--- src/rtl/uart_led_pkg.sv ---
package uart_led_pkg;
  typedef enum logic [1:0] {
    RX_IDLE  = 2'd0,
    RX_START = 2'd1,
    RX_DATA  = 2'd2,
    RX_STOP  = 2'd3
  } rx_state_e;

  localparam int unsigned NUM_LEDS = 5;
  localparam logic [7:0] CMD_BASE = 8'h31;
endpackage

--- src/rtl/rx_sync.sv ---
module rx_sync #(
  parameter int unsigned STAGES = 2
) (
  input  logic clk_i,
  input  logic rst_ni,
  input  logic d_i,
  output logic q_o
);
  logic [STAGES-1:0] sync_q;

  always_ff @(posedge clk_i or negedge rst_ni) begin
    if (!rst_ni) sync_q <= '1;
    else         sync_q <= {sync_q[STAGES-2:0], d_i};
  end

  assign q_o = sync_q[STAGES-1];
endmodule

--- src/rtl/uart_rx_core.sv ---
module uart_rx_core
  import uart_led_pkg::*;
#(
  parameter int unsigned BIT_CYCLES = 1250,
  parameter int unsigned DATA_BITS  = 8
) (
  input  logic                 clk_i,
  input  logic                 rst_ni,
  input  logic                 rx_s_i,
  output logic                 valid_o,
  output logic [DATA_BITS-1:0] data_o
);
  localparam int unsigned CNT_W  = $clog2(BIT_CYCLES);
  localparam int unsigned HALF   = BIT_CYCLES / 2;
  localparam int unsigned BCNT_W = $clog2(DATA_BITS + 1);
  localparam logic [CNT_W-1:0]  FULL_END = CNT_W'(BIT_CYCLES - 1);
  localparam logic [CNT_W-1:0]  HALF_END = CNT_W'(HALF - 1);
  localparam logic [BCNT_W-1:0] LAST_BIT = BCNT_W'(DATA_BITS - 1);

  rx_state_e             state_q;
  logic [CNT_W-1:0]      cnt_q;
  logic [BCNT_W-1:0]     bit_q;
  logic [DATA_BITS-1:0]  shift_q;
  logic                  rx_prev_q;
  logic                  fall;

  assign fall = rx_prev_q & ~rx_s_i;

  always_ff @(posedge clk_i or negedge rst_ni) begin
    if (!rst_ni) begin
      state_q   <= RX_IDLE;
      cnt_q     <= '0;
      bit_q     <= '0;
      shift_q   <= '0;
      rx_prev_q <= 1'b1;
      valid_o   <= 1'b0;
      data_o    <= '0;
    end else begin
      rx_prev_q <= rx_s_i;
      valid_o   <= 1'b0;
      unique case (state_q)
        RX_IDLE: begin
          cnt_q <= '0;
          if (fall) state_q <= RX_START;
        end
        RX_START: begin
          if (cnt_q == HALF_END) begin
            cnt_q   <= '0;
            bit_q   <= '0;
            // start must still be low at its midpoint
            state_q <= rx_s_i ? RX_IDLE : RX_DATA;
          end else cnt_q <= cnt_q + 1'b1;
        end
        RX_DATA: begin
          if (cnt_q == FULL_END) begin
            cnt_q   <= '0;
            shift_q <= {rx_s_i, shift_q[DATA_BITS-1:1]};
            bit_q   <= bit_q + 1'b1;
            if (bit_q == LAST_BIT) state_q <= RX_STOP;
          end else cnt_q <= cnt_q + 1'b1;
        end
        RX_STOP: begin
          if (cnt_q == FULL_END) begin
            cnt_q   <= '0;
            state_q <= RX_IDLE;
            if (rx_s_i) begin
              valid_o <= 1'b1;
              data_o  <= shift_q;
            end
          end else cnt_q <= cnt_q + 1'b1;
        end
        default: state_q <= RX_IDLE;
      endcase
    end
  end
endmodule

--- src/rtl/cmd_decoder.sv ---
module cmd_decoder
  import uart_led_pkg::*;
#(
  parameter int unsigned LEDS = NUM_LEDS
) (
  input  logic            clk_i,
  input  logic            rst_ni,
  input  logic            valid_i,
  input  logic [7:0]      data_i,
  output logic [LEDS-1:0] led_o
);
  for (genvar i = 0; i < LEDS; i++) begin : g_led
    logic hit;
    assign hit = valid_i && (data_i == 8'(CMD_BASE + 8'(i)));

    always_ff @(posedge clk_i or negedge rst_ni) begin
      if (!rst_ni)  led_o[i] <= 1'b0;
      else if (hit) led_o[i] <= ~led_o[i];
    end
  end
endmodule

--- src/rtl/uart_led_toggle.sv ---
module uart_led_toggle
  import uart_led_pkg::*;
#(
  parameter int unsigned CLK_HZ = 12_000_000,
  parameter int unsigned BAUD   = 9600
) (
  input  logic                clk_i,
  input  logic                rst_ni,
  input  logic                rx_i,
  output logic [NUM_LEDS-1:0] led_o,
  output logic                tx_o
);
  localparam int unsigned BIT_CYCLES = CLK_HZ / BAUD;

  logic       rx_s;
  logic       byte_valid;
  logic [7:0] byte_data;

  rx_sync #(.STAGES(2)) u_sync (
    .clk_i (clk_i),
    .rst_ni(rst_ni),
    .d_i   (rx_i),
    .q_o   (rx_s)
  );

  uart_rx_core #(.BIT_CYCLES(BIT_CYCLES), .DATA_BITS(8)) u_rx (
    .clk_i  (clk_i),
    .rst_ni (rst_ni),
    .rx_s_i (rx_s),
    .valid_o(byte_valid),
    .data_o (byte_data)
  );

  cmd_decoder #(.LEDS(NUM_LEDS)) u_dec (
    .clk_i  (clk_i),
    .rst_ni (rst_ni),
    .valid_i(byte_valid),
    .data_i (byte_data),
    .led_o  (led_o)
  );

  assign tx_o = 1'b1;
endmodule

--- config.mk ---
export PLATFORM = sky130hd
export DESIGN_NAME = uart_led_toggle
export DESIGN_NICKNAME = d
export VERILOG_FILES = /design/src/rtl/uart_led_pkg.sv /design/src/rtl/rx_sync.sv /design/src/rtl/uart_rx_core.sv /design/src/rtl/cmd_decoder.sv /design/src/rtl/uart_led_toggle.sv
export SDC_FILE = /design/constraint.sdc
export NUM_CORES = 1
export LEC_CHECK = 0
export BUFFER_PORTS_ARGS = -buffer_cell sky130_fd_sc_hd__buf_2
export CAP_MARGIN = 20
export CORE_ASPECT_RATIO = 1.75
export CORE_MARGIN = 3
export CORE_UTILIZATION = 50
export CTS_CLUSTER_SIZE = 25
export DETAILED_ROUTE_END_ITERATION = 6
export PLACE_DENSITY = 0.7
export SLEW_MARGIN = 20
export SYNTH_ARGS = -nofsm -noshare
export SYNTH_HDL_FRONTEND = slang
export SYNTH_HIERARCHICAL = 1
export SYNTH_SLANG_ARGS = --single-unit
--- constraint.sdc ---
create_clock -name clk_i -period 1.65 [get_ports clk_i]
set_input_delay 0.495 -clock clk_i [delete_from_list [all_inputs] [get_ports clk_i]]
set_output_delay 0.495 -clock clk_i [all_outputs]
set_load 0.02 [all_outputs]
## Yosys cells after proc, flatten, opt, wreduce, memory -nomap -nowiden

Index checks and enable logic that the tools add are counted.

- Add/sub/neg operators: 2
- Eq/ne operators: 16
- Multiplexer cells: 16
- Bitwise gates (word level): 7
- Reduce and logical (&&, ||, !) cells: 12

Operator list:

| kind | number |
|---|---|
| $eq A8 B6 Y1 const B | 5 |
| $pmux W11 S3 | 1 |
| $mux W11 | 2 |
| $mux W2 | 6 |
| $add A11 B1 Y11 const B | 1 |
| $eq A11 B10 Y1 const B | 1 |
| $eq A11 B11 Y1 const B | 1 |
| $ne A2 B1 Y1 const B | 5 |
| $mux W4 | 2 |
| $pmux W2 S4 | 1 |
| $pmux W4 S2 | 1 |
| $not A1 Y1 | 6 |
| $reduce_and A3 Y1 | 2 |
| $logic_and A1 B1 Y1 | 5 |
| $reduce_and A5 Y1 | 1 |
| $add A4 B1 Y4 const B | 1 |
| $eq A2 B2 Y1 const B | 2 |
| $eq A4 B3 Y1 const B | 1 |
| $mux W1 | 3 |
| $eq A2 B1 Y1 const B | 1 |
| $logic_not A2 Y1 | 1 |
| $reduce_and A2 Y1 | 1 |
| $reduce_bool A2 Y1 | 1 |
| $reduce_or A2 Y1 | 1 |
| $and A1 B1 Y1 | 1 |

- Bits in registers: 42
- Input bits: 3
- Word-level logic and storage cells: 66

## Depth between registers and ports, before layout

Gate-level depths: netlist of run 1.

- Word-level depth: 4
- Mapped depth: 7

## Modules after synthesis

Netlist of run 1, hierarchy kept.

Modules (own cells, without submodules):

| module | times used | cells an instance | area an instance (µm²) | sequential area each (µm²) |
|---|---|---|---|---|
| uart_rx_core | 1 | 131 | 1606.5 | 877.1 |
| cmd_decoder | 1 | 18 | 249.0 | 125.1 |
| rx_sync | 1 | 2 | 52.6 | 52.6 |
| uart_led_toggle | 1 | 2 | 11.3 | 0.0 |

## Least setup slack after synthesis of run 1

Ideal clock, no wire load.

- Path kind: reg2reg
- Start: reg u_rx.cnt_q[1]
- End: reg u_rx.data_o[0]
- Arrival time: 1.510 ns
- Path slack: 0.015 ns
- Cell stages (with the launch flop): 7
- Buffers on the path: 0
- Cells stage by stage: dfrtp_1 -> inv_1 -> ha_1 -> and3_1 -> nand4_1 -> nor2_4 -> mux2_2

- Longest elaborated chain between the ends: 2

RTL lines:

| item | RTL line | RTL |
|---|---|---|
| from (decl) | uart_rx_core.sv:21 | `logic [CNT_W-1:0] cnt_q;` |
| from (signal assigned) | uart_rx_core.sv:52 | `end else cnt_q <= cnt_q + 1'b1;` |
| from (signal assigned) | uart_rx_core.sv:60 | `end else cnt_q <= cnt_q + 1'b1;` |
| from (signal assigned) | uart_rx_core.sv:70 | `end else cnt_q <= cnt_q + 1'b1;` |
| $eq A11 B11 Y1 | uart_rx_core.sv:63 | `if (cnt_q == FULL_END) begin` |
| $reduce_and A3 Y1 (no source line) | n/a |  |
| to (signal assigned) | uart_rx_core.sv:68 | `data_o <= shift_q;` |
| to (decl) | uart_rx_core.sv:11 | `output logic [DATA_BITS-1:0] data_o` |

Every way passes these cells.
A chain may end at the register's enable or synchronous reset.

## Worst setup path after layout of run 1

- Start: reg u_rx.cnt_q[0]
- End: reg u_rx.bit_q[0]

- Longest elaborated chain between the ends: 3

RTL lines:

| item | RTL line | RTL |
|---|---|---|
| $eq A11 B11 Y1 / $eq A11 B10 Y1 (equally long branches) | uart_rx_core.sv:55, uart_rx_core.sv:47 |  |
| $ne A2 B1 Y1 (no source line) | n/a |  |
| $reduce_and A3 Y1 (no source line) * | n/a |  |
| to (signal assigned) | uart_rx_core.sv:58 | `bit_q <= bit_q + 1'b1;` |
| to (decl) | uart_rx_core.sv:22 | `logic [BCNT_W-1:0] bit_q;` |

Every way passes the cells marked *; elsewhere a longest branch is shown, timed or not.

==> metrics.cfg, run 1 <==
[setup_path]
cp_data_arrival_time_ns = 1.84
endpoint_kind = flip-flop
path_max_fanout = 4
cp.required_ns = 1.83
path_buf_inv = 2
critPathKind = reg2reg
cp-start-kind = flip-flop
path_cells = buf_6 > inv_1 > ha_1 > and4bb_2 > a31oi_2 > a21o_1 > mux2_4
cpMaxStageDelayCell = dfrtp_1
path_delay_family = flip-flops
critPathMaxStageDelay_ns = 0.43

[detailed_routing]
drc = 0
routed_wl_um = 3570
drt_pass1_iterations = 4
routedWlPerCell_um = 15.6
num_vias = 1238
vias_per_cell = 5.41
drt_iter0_markers = 23
postRouteAntennaNets = 0

[global_route]
grt_pass1_wl_um = 6000
grt_pass1_vias = 1294
grt_max_degree = 43
groute.usage.overall_pct = 17.7
overflow = 0
antenna_found_initial = 0

[yosys]
ys_seq_area_share_pct = 55.0
synthCells = 153
ys.flop_type = dfrtp_1
yosysWarnings = 6
synth_area_mm2 = 0.00192
yosysTopAreaCell = dfrtp_1
synth_seq_cells = 42
synth_cell_types = 43
synth.avg_cell_area_um2 = 12.5
synth_fp_nets = 160
async_reset_ff_share_pct = 100
synth_area_leaders = dfrtp_1 (51%), mux2_2 (9.4%), dfstp_2 (4.1%)
synth_edf_count = 0
synth_top_area_share_pct = 50.8

[floorplanning]
die_x_um = 52.8
die_h_um = 88.0
core-area_mm2 = 0.00366
ioPinCount = 9
core.rowCount = 29
die-area_mm2 = 0.00465
initial_core_util_pct = 52.4

[placed_design]
dpl_cell_area_mm2 = 0.00213
dp_cells = 219
gp_congestion = 0.770
io_buffers = 7
dp_hpwl_um = 2530

[clock_network]
cts_buffers = 5
max-clock-path-buffers = 2
cts_hold_buffers = 0
numClockSinks = 42
h-tree-depth = 2
cts_root_buffer = clkbuf_8
clkTransAtPathRegs_ns = 0.09
insertion_delay_ns = 0.29
cts_tree = done

[layout]
drive_gt1_share_pct = 39.3
fill_cells = 299
layout_common_cells = dfrtp_1 (39), nor2_1 (15), buf_4 (15)
diodes = 0
nets = 189
final_cells = 229
final_common_cell = dfrtp_1
area_delta_synth_final_pct = 21.4
final_util_pct = 63.6
stdcell_area_mm2 = 0.00233

[power_and_ir_drop]
switching_share_pct = 28.8
power.share.sequential_pct = 51.0
peakVddDrop_v = 0.000959
total_power_uw = 2290
intPower_uw = 1630
p_leak_uw = 0.00109
combPwrFrac_pct = 19.9
powerDensity_mw_per_mm2 = 984
clock_power_share_pct = 29.2
p_sw_uw = 660

[timing]
slew_viol_final = 0
max_freq_mhz = 603
finalWorstSetupSlack_ns = -0.00888
rsz0062_at_grt = true
hold_viol = 0
fin_crit_ns = 1.66
fin_worst_skew_ns = 0.00916
setup_viol = 1
period_share_pct = 101

[run_status]
violations = negative setup slack
outcome = finished with violations

[flow_run]
drv_cap = 0

[hold_path]
min_path_type = in2async

==> registers in the layout (all words and copies together), names as in the netlist, named ones only <==
name            cells
u_rx/cnt_q         11
u_rx/data_o         8
u_rx/shift_q        8
u_dec/led_o         5
u_rx/bit_q          4
u_sync/sync_q       2
u_rx/rx_prev_q      1
u_rx/state_q        1
u_rx/valid_o        1
==> what timing repair did <==
action                                  in CTS  in global routing
pin swaps                                    2                  1
hold endpoints to repair                     0                  0
endpoints found under the setup margin      17                 24
gates resized for setup                      8                 11
buffers inserted                             1                  1
==> final timing paths <==
check,depth (start not counted),startpoint,endpoint,slack [ns]
max reg2reg,7,u_rx/cnt_q[0]$_DFF_PN0_,u_rx/bit_q[0]$_DFFE_PN0P_,-0.009
max,7,u_rx/cnt_q[0]$_DFF_PN0_,u_rx/bit_q[0]$_DFFE_PN0P_,-0.009
max in group asynchronous,2,rst_ni,u_sync/sync_q[0]$_DFF_PN1_,1.22
min in group clk_i,1,rx_i,u_sync/sync_q[0]$_DFF_PN1_,0.30
min,2,rst_ni,u_rx/shift_q[0]$_DFFE_PN0P_,0.16
min reg2reg,0,u_sync/sync_q[0]$_DFF_PN1_,u_sync/sync_q[1]$_DFF_PN1_,0.36
==> cell type report <==
class	instances	area, um^2	area share [%]
timing repair buffer	26	210	9.02
tap	46	57.6	2.47
sequential	42	1050	45.3
clock buffer	5	68.8	2.95
inverter	2	7.51	0.322
multi-input combinational	105	906	38.9
clock inverter	3	25.0	1.07
==> per-layer routing <==
layer	global-route usage, %	up-vias	part of all wire, %
met5	0	-	0
met4	5.12	0	1.1
met3	3.92	5	2.5
met2	32.1	14	59
met1	20.2	622	38
li1	-	597	-
==> synth_stat cells, types with 2 or more instances <==
cell / n
dfrtp_1: 39
mux2_2: 16
nor2_1: 16
xnor2_1: 9
nand2_1: 6
nand3_1: 6
nand4_1: 5
xor2_1: 5
ha_1: 4
and4bb_2: 3
dfstp_2: 3
nor3_1: 3
a21oi_1: 2
a31oi_1: 2
and3_2: 2
clkbuf_1: 2
inv_1: 2
nand4b_1: 2
nor2b_1: 2
==> through the flow <==
| step | setup TNS, ns | hold WS (ns) | setup WS [ns] |
|---|---|---|---|
| 5_1_grt | -1.19 | 0.172 | -0.0860 |
| 4_1_cts | -0.0754 | 0.171 | -0.0234 |
| 6_report | -0.00888 | 0.161 | -0.00888 |
| 2_1_floorplan | 0 | 0.199 | 0.0150 |
| 3_5_place_dp | -0.128 | 0.347 | -0.0224 |
| 3_3_place_gp | 0 | 0.347 | 0.0409 |
==> power groups by stage <==
stage / Sequential [uW] / Clock (uW) / Combinational [uW]
2_1_floorplan: 1190 / 0 / 202
3_3_place_gp: 1170 / 0 / 391
3_5_place_dp: 1180 / 0 / 404
4_1_cts: 1160 / 694 / 413
5_1_grt: 1180 / 740 / 517
6_report: 1170 / 668 / 456
==> cells by family after synthesis <==
kind of cell | count (synthesis) | synth area share, %
simple gates | 58 | 19.7
flops | 42 | 55.0
mux | 18 | 10.7
xor+xnor | 14 | 6.39
compound gates | 10 | 3.72
buf+inv | 6 | 1.76
fa+ha+maj | 4 | 2.61
other cells | 1 | 0.195
Note: power is estimated with default switching activity, not from simulation.
==> inputs of run 2 (changes only) <==
--- a/config.mk
+++ b/config.mk
@@ -13,8 +13,8 @@
 export CTS_CLUSTER_SIZE = 25
 export DETAILED_ROUTE_END_ITERATION = 6
 export PLACE_DENSITY = 0.7
+export SKIP_CTS_REPAIR_TIMING = 1
 export SLEW_MARGIN = 20
 export SYNTH_ARGS = -nofsm -noshare
 export SYNTH_HDL_FRONTEND = slang
-export SYNTH_HIERARCHICAL = 1
 export SYNTH_SLANG_ARGS = --single-unit
==> run 2 against run 1 <==
  * The flow still finishes with violations (negative setup slack)
  * Combinational power increased by 76%
  * Power increased by 19%
  * Final area increased by 1.6%
  * Hold slack got worse by 0.035 ns
  * Wire length increased by 3.7%
==> metrics.cfg, run 2 <==
[global_route]
groute.usage.overall_pct = 18.5  ; +0.78 points
overflow = 0  ; unchanged
grt_max_degree = 28  ; -35%
grt-busiest-layer = met2
use_met3_pct = 3.67  ; -0.25 points
met1_usage_pct = 18.8  ; -1.4 points
grt_pass1_vias = 1485  ; +15%
antenna_found_initial = 0  ; unchanged
grt_pass1_wl_um = 6470  ; +7.8%
gr-usage-met2_pct = 35.0  ; +2.8 points

[detailed_routing]
routedWlPerCell_um = 15.2  ; -2.7%
drt_iter0_markers = 16  ; -30%
postRouteAntennaNets = 0  ; unchanged
routed_wl_um = 3710  ; +3.7%
drt_pass1_iterations = 4  ; unchanged
drc = 0  ; unchanged
vias_per_cell = 5.43  ; +0.37%
num_vias = 1324  ; +6.9%

[setup_path]
path_buf_inv = 2  ; unchanged
ff2ff_path_depth = 7  ; unchanged
cp.required_ns = 1.84  ; about the same
cp-start-kind = flip-flop
critPathKind = reg2reg
path_delay_family = compound AO/OA/AOI/OAI gates
critPathMaxStageDelay_ns = 0.41  ; -0.02 ns
endpoint_kind = flip-flop
path_cells = inv_2 > ha_1 > nand4b_1 > o32ai_2 > buf_4 > nand4_1 > o41ai_2
cpMaxStageDelayCell = dfrtp_1
r2r-start = u_rx.cnt_q[1]$_DFF_PN0_
path_max_fanout = 3  ; -1
ff2ff_setup_slack_ns = -0.11  ; -0.10 ns
startpoint = u_rx.cnt_q[1]$_DFF_PN0_
cp_data_arrival_time_ns = 1.95  ; +0.11 ns
path_depth = 7  ; unchanged

[layout]
layout_common_cells = dfrtp_1 (39), buf_4 (18), mux2_2 (15)
diodes = 0  ; unchanged
regArea_mm2 = 0.00105  ; unchanged
fill_cells = 299  ; unchanged
reg_top3 = u_rx.cnt_q: 11 flops, u_rx.data_o: 8 flops, u_rx.shift_q: 8 flops
largest_register_ffs = 11  ; unchanged
top_register = u_rx.cnt_q
multiInputGateArea_um2 = 907  ; +0.14%
final_common_cell = dfrtp_1
nets = 208  ; +10%
drive_gt1_share_pct = 32.8  ; -6.5 points
area_delta_synth_final_pct = 19.3

[yosys]
synth_seq_cells = 42  ; unchanged
synth.most_common_cell = dfrtp_1
async_reset_ff_share_pct = 100  ; unchanged
yosysTopAreaCell = dfrtp_1
synth.avg_cell_area_um2 = 11.9  ; -5.3%
synth_commonest_cells = dfrtp_1 (39), mux2_2 (16), nor2_1 (14)
synth_edf_count = 0  ; unchanged
synth_fp_nets = 178  ; +11%
ys.flop_type = dfrtp_1
synth_cell_types = 43  ; unchanged
synthCells = 167  ; +9.2%
synth_top_area_share_pct = 49.2  ; -1.6 points
synth_area_mm2 = 0.00198  ; +3.3%
synth_area_leaders = dfrtp_1 (49%), mux2_2 (9.1%), ha_1 (5.0%)
ys_seq_area_share_pct = 53.2  ; -1.8 points
yosysWarnings = 0  ; -6

[timing]
fin_crit_ns = 1.76  ; +0.103 ns
hold_viol = 0  ; unchanged
max_freq_mhz = 568  ; -5.8%
fin_worst_skew_ns = 0.00653  ; -0.00263 ns
setup_viol = 32  ; +31
rsz0062_at_grt = true
slew_viol_final = 0  ; unchanged
period_share_pct = 107  ; +6.2 points
finalWorstSetupSlack_ns = -0.111  ; -0.103 ns
setup_tns_ns = -2.07  ; -2.06 ns

[flow_run]
drv_cap = 0  ; unchanged

[clock_network]
insertion_delay_ns = 0.29  ; about the same
h-tree-depth = 2  ; unchanged
cts_root_buffer = clkbuf_8
numClockSinks = 42  ; unchanged
cts_tree = done
max-clock-path-buffers = 2  ; unchanged
cts_buffers = 5  ; unchanged
clkTransAtPathRegs_ns = 0.08  ; about the same

[run_status]
outcome = finished with violations
violations = negative setup slack

[power_and_ir_drop]
p_sw_uw = 828  ; +25%
combPwrFrac_pct = 29.5  ; +9.6 points
p_leak_uw = 0.00115  ; +5.1%
peakVddDrop_v = 0.000952  ; -0.80%
total_power_uw = 2720  ; +19%
power.share.sequential_pct = 41.4  ; -9.6 points
intPower_uw = 1890  ; +16%
clock_power_share_pct = 29.1  ; about the same
switching_share_pct = 30.5  ; +1.7 points
powerDensity_mw_per_mm2 = 1150  ; +17%

[floorplanning]
die_h_um = 89.3  ; +1.5%
core.rowCount = 29  ; unchanged
die_x_um = 53.6  ; +1.5%
core-area_mm2 = 0.00374  ; +2.0%
initial_core_util_pct = 53.1  ; +0.69 points
ioPinCount = 9  ; unchanged
die-area_mm2 = 0.00479  ; +3.0%

[hold_path]
min_path_type = in2async

[placed_design]
gp_congestion = 0.736  ; -4.4%
io_buffers = 7  ; unchanged
dp_hpwl_um = 2910  ; +15%

[run 2: logic make-up after synthesis]
group / after synthesis / synth area share, %
and+or+nand+nor: 57 / 16.4
adders and majority gates: 8 / 5.05
other: 1 / 0.189
AOI/OAI and AO/OA: 17 / 6.69
muxes: 17 / 9.59
DFF: 42 / 53.2
buffers and inverters: 11 / 2.71
xor gates and xnor gates: 14 / 6.18
[run 2: cell type report]
class	instances	share of cell area (%)
flip-flops and latches	42	44.6
multi-input cells	114	38.3
repair buffers	27	8.88
clock buffers	6	3.07
clock inverters	2	1.59
inverters	7	1.11
well taps	46	2.43
[run 2: worst min-delay path by stage]
stage                                           from                          to  slack (ns)  cells past startpoint
after floorplan                               rst_ni  asynchronous set/reset pin        0.20                      0
after global placement    u_sync.sync_q[0]$_DFF_PN1_  u_sync.sync_q[1]$_DFF_PN1_        0.35                      0
after detailed placement  u_sync.sync_q[0]$_DFF_PN1_  u_sync.sync_q[1]$_DFF_PN1_        0.35                      0
after CTS                                     rst_ni     u_rx.cnt_q[4]$_DFF_PN0_        0.13                      1
after global routing                          rst_ni  asynchronous set/reset pin        0.13                      1
final                                         rst_ni     u_rx.cnt_q[4]$_DFF_PN0_        0.13                      1
[run 2: power by group through the flow]
stage | clock network, uW | registers (uW) | logic, uW
6_report | 791 | 1120 | 803
5_1_grt | 859 | 1130 | 874
4_1_cts | 808 | 1120 | 780
3_5_place_dp | 0 | 1140 | 777
3_3_place_gp | 0 | 1140 | 745
2_1_floorplan | 0 | 1140 | 452
[run 2: metal layers]
metal,up-vias,routed length (um)
li1,641,-
met1,653,1370
met2,20,2150
met3,10,78
met4,0,100
met5,-,0
[run 2: through the flow]
step | std cells | setup slack, ns | util [%] | area, um^2 | hold WS [ns]
6_report | 244 | -0.111 | 63.3 | 2370 | 0.126
5_1_grt | 244 | -0.243 | 63.3 | 2370 | 0.133
4_1_cts | 244 | -0.212 | 62.9 | 2350 | 0.126
3_5_place_dp | 236 | -0.199 | 60.0 | 2240 | 0.350
3_3_place_gp | 236 | -0.110 | 60.0 | 2240 | 0.350
2_1_floorplan | 167 | -0.201 | - | 1990 | 0.199
==> inputs of run 3 (changes only) <==
--- a/config.mk
+++ b/config.mk
@@ -9,10 +9,10 @@
 export CAP_MARGIN = 20
 export CORE_ASPECT_RATIO = 1.75
 export CORE_MARGIN = 3
-export CORE_UTILIZATION = 50
+export CORE_UTILIZATION = 54
 export CTS_CLUSTER_SIZE = 25
 export DETAILED_ROUTE_END_ITERATION = 6
-export PLACE_DENSITY = 0.7
+export PLACE_DENSITY = 0.74
 export SKIP_CTS_REPAIR_TIMING = 1
 export SLEW_MARGIN = 20
 export SYNTH_ARGS = -nofsm -noshare
==> constraint.sdc (replaced) <==
create_clock -name clk_i -period 1.6 [get_ports clk_i]
set_input_delay 0.48 -clock clk_i [delete_from_list [all_inputs] [get_ports clk_i]]
set_output_delay 0.48 -clock clk_i [all_outputs]
set_load 0.02 [all_outputs]
==> run 3 against run 2 <==
  * The flow still finishes with violations (negative setup slack)
  * Die area decreased by 6.7%
  * Sequential power increased by 4%
  * Final area increased by 11%
  * Sequential share of layout area decreased by 4.3 points
  * Power increased by 13%
  * Largest cell class unchanged
==> metrics.cfg, run 3 (synthesized netlist as in run 2, its figures left out) <==
[run_status]
outcome = finished with violations
violations = negative setup slack

[floorplanning]
ioPinCount = 9  ; unchanged
initial_core_util_pct = 57.2  ; +4.1 points
die_x_um = 51.8  ; -3.3%
core-area_mm2 = 0.00347  ; -7.2%
die-area_mm2 = 0.00446  ; -6.7%
core.rowCount = 28  ; -3.4%
die_h_um = 86.2  ; -3.5%

[setup_path]
cp_data_arrival_time_ns = 2.06  ; +0.11 ns
ff2ff_path_depth = 7  ; unchanged
cp-start-kind = flip-flop
ff2ff_setup_slack_ns = -0.26  ; -0.15 ns
cp.required_ns = 1.79  ; -0.05 ns
critPathKind = reg2reg
endpoint_kind = flip-flop
path_max_fanout = 3  ; unchanged

[clock_network]
insertion_delay_ns = 0.29  ; about the same
max-clock-path-buffers = 2  ; unchanged
numClockSinks = 42  ; unchanged
clkTransAtPathRegs_ns = 0.07  ; about the same
cts_root_buffer = clkbuf_8
cts_tree = done
h-tree-depth = 2  ; unchanged
cts_buffers = 5  ; unchanged

[layout]
nets = 223  ; +7.2%
final_util_pct = 75.5  ; +12 points
top_register = u_rx.cnt_q
final_cells = 257  ; +5.3%
multiInputGateArea_mm2 = 0.00104  ; +15%
layout_common_cells = dfrtp_1 (39), buf_4 (29), nor2_1 (14)
regArea_mm2 = 0.00105  ; unchanged
fill_cells = 221  ; -26%
area_delta_synth_final_pct = 32.1
stdcell_area_mm2 = 0.00262  ; +11%
diodes = 0  ; unchanged
reg_top3 = u_rx.cnt_q: 11 flops, u_rx.data_o: 8 flops, u_rx.shift_q: 8 flops
final_common_cell = dfrtp_1
largest_register_ffs = 11  ; unchanged
drive_gt1_share_pct = 42.9  ; +10 points

[global_route]
grt_pass1_wl_um = 6860  ; +6.0%
groute.usage.overall_pct = 20.9  ; +2.4 points
antenna_found_initial = 0  ; unchanged
grt_max_degree = 22  ; -21%
grt_pass1_vias = 1569  ; +5.7%
overflow = 0  ; unchanged

[timing]
finalWorstSetupSlack_ns = -0.264  ; -0.153 ns
hold_viol = 0  ; unchanged
setup_viol = 33  ; +3.1%
period_share_pct = 117  ; +9.8 points
max_freq_mhz = 536  ; -5.5%
fin_crit_ns = 1.86  ; +0.103 ns
rsz0062_at_grt = true
fin_worst_skew_ns = 0.00720  ; +0.000672 ns
slew_viol_final = 0  ; unchanged

[hold_path]
min_path_type = in2async

[detailed_routing]
vias_per_cell = 5.53  ; +2.0%
postRouteAntennaNets = 0  ; unchanged
drt_iter0_markers = 29  ; +13
drt_pass1_iterations = 4  ; unchanged
num_vias = 1422  ; +7.4%
routed_wl_um = 4520  ; +22%
routedWlPerCell_um = 17.6  ; +16%
drc = 0  ; unchanged

[power_and_ir_drop]
powerDensity_mw_per_mm2 = 1180  ; +2.5%
p_leak_uw = 0.00123  ; +7.5%
peakVddDrop_v = 0.000968  ; +1.7%

[placed_design]
io_buffers = 7  ; unchanged
dp_cells = 241  ; +2.1%
dpl_cell_area_mm2 = 0.00226  ; +0.84%
dp_hpwl_um = 3030  ; +4.1%
dp_slack_ns = -0.287  ; -0.0876 ns
gp_congestion = 0.739  ; +0.38%

[flow_run]
drv_cap = 0  ; unchanged

[run 3: changes by cell type in the layout (fill, tap and decap cells not counted), moves of 3 or more]
| cell | change |
|---|---|
| buf_4 | +11 |
| mux2_4 | +7 |
| o21ai_0 | -4 |
| buf_6 | +5 |
| o21ai_2 | +3 |
| mux2_2 | -7 |
[run 3: worst max-delay path: stages (launching register included)]
cell and delay (ns):
dfrtp_1 0.40, inv_2 0.09, ha_4 0.13, nand4b_1 0.23, o32ai_2 0.33, buf_4 0.17, nand4_1 0.18, o41ai_2 0.26
[run 3: layout make-up]
class | count | share of cell area [%]
well taps | 45 | 2.15
flip-flops and latches | 42 | 40.3
clock buffers | 6 | 3.15
inverters | 7 | 1.00
repair buffers | 42 | 12.6
multi-input cells | 114 | 39.7
clock inverters | 1 | 1.15
[run 3: path summary, 6_finish.rpt]
kind	from	end
hold reg to reg	u_sync.sync_q[0]$_DFF_PN1_	u_sync.sync_q[1]$_DFF_PN1_
hold / removal	rst_ni	u_dec.led_o[4]$_DFFE_PN0P_
setup / recovery	u_rx.cnt_q[1]$_DFF_PN0_	flip-flop
setup reg to reg	u_rx.cnt_q[1]$_DFF_PN0_	flip-flop
min in group clk_i	rx_i	u_sync.sync_q[0]$_DFF_PN1_
max in group asynchronous	rst_ni	u_rx.bit_q[3]$_DFFE_PN0P_
[run 3: where the power goes]
part | internal, uW | switching (uW)
Sequential | 1120 | 53.1
Combinational | 461 | 612
Clock | 499 | 340
Total | 2080 | 1010
[run 3: per-layer routing]
layer | global-route usage, % | wire [um]
met3 | 4.65 | 97
met2 | 41.4 | 2850
met1 | 18.7 | 1470
met5 | 0 | 0
met4 | 9.55 | 105
[run 3: per-stage QoR]
step / hold WS (ns) / setup TNS (ns) / total power (uW)
6_report: 0.135 / -6.41 / 3080
5_1_grt: 0.157 / -9.25 / 3250
4_1_cts: 0.146 / -6.12 / 2850
3_5_place_dp: 0.347 / -5.64 / 2010
3_3_place_gp: 0.347 / -3.34 / 1970
2_1_floorplan: 0.184 / -3.69 / 1640
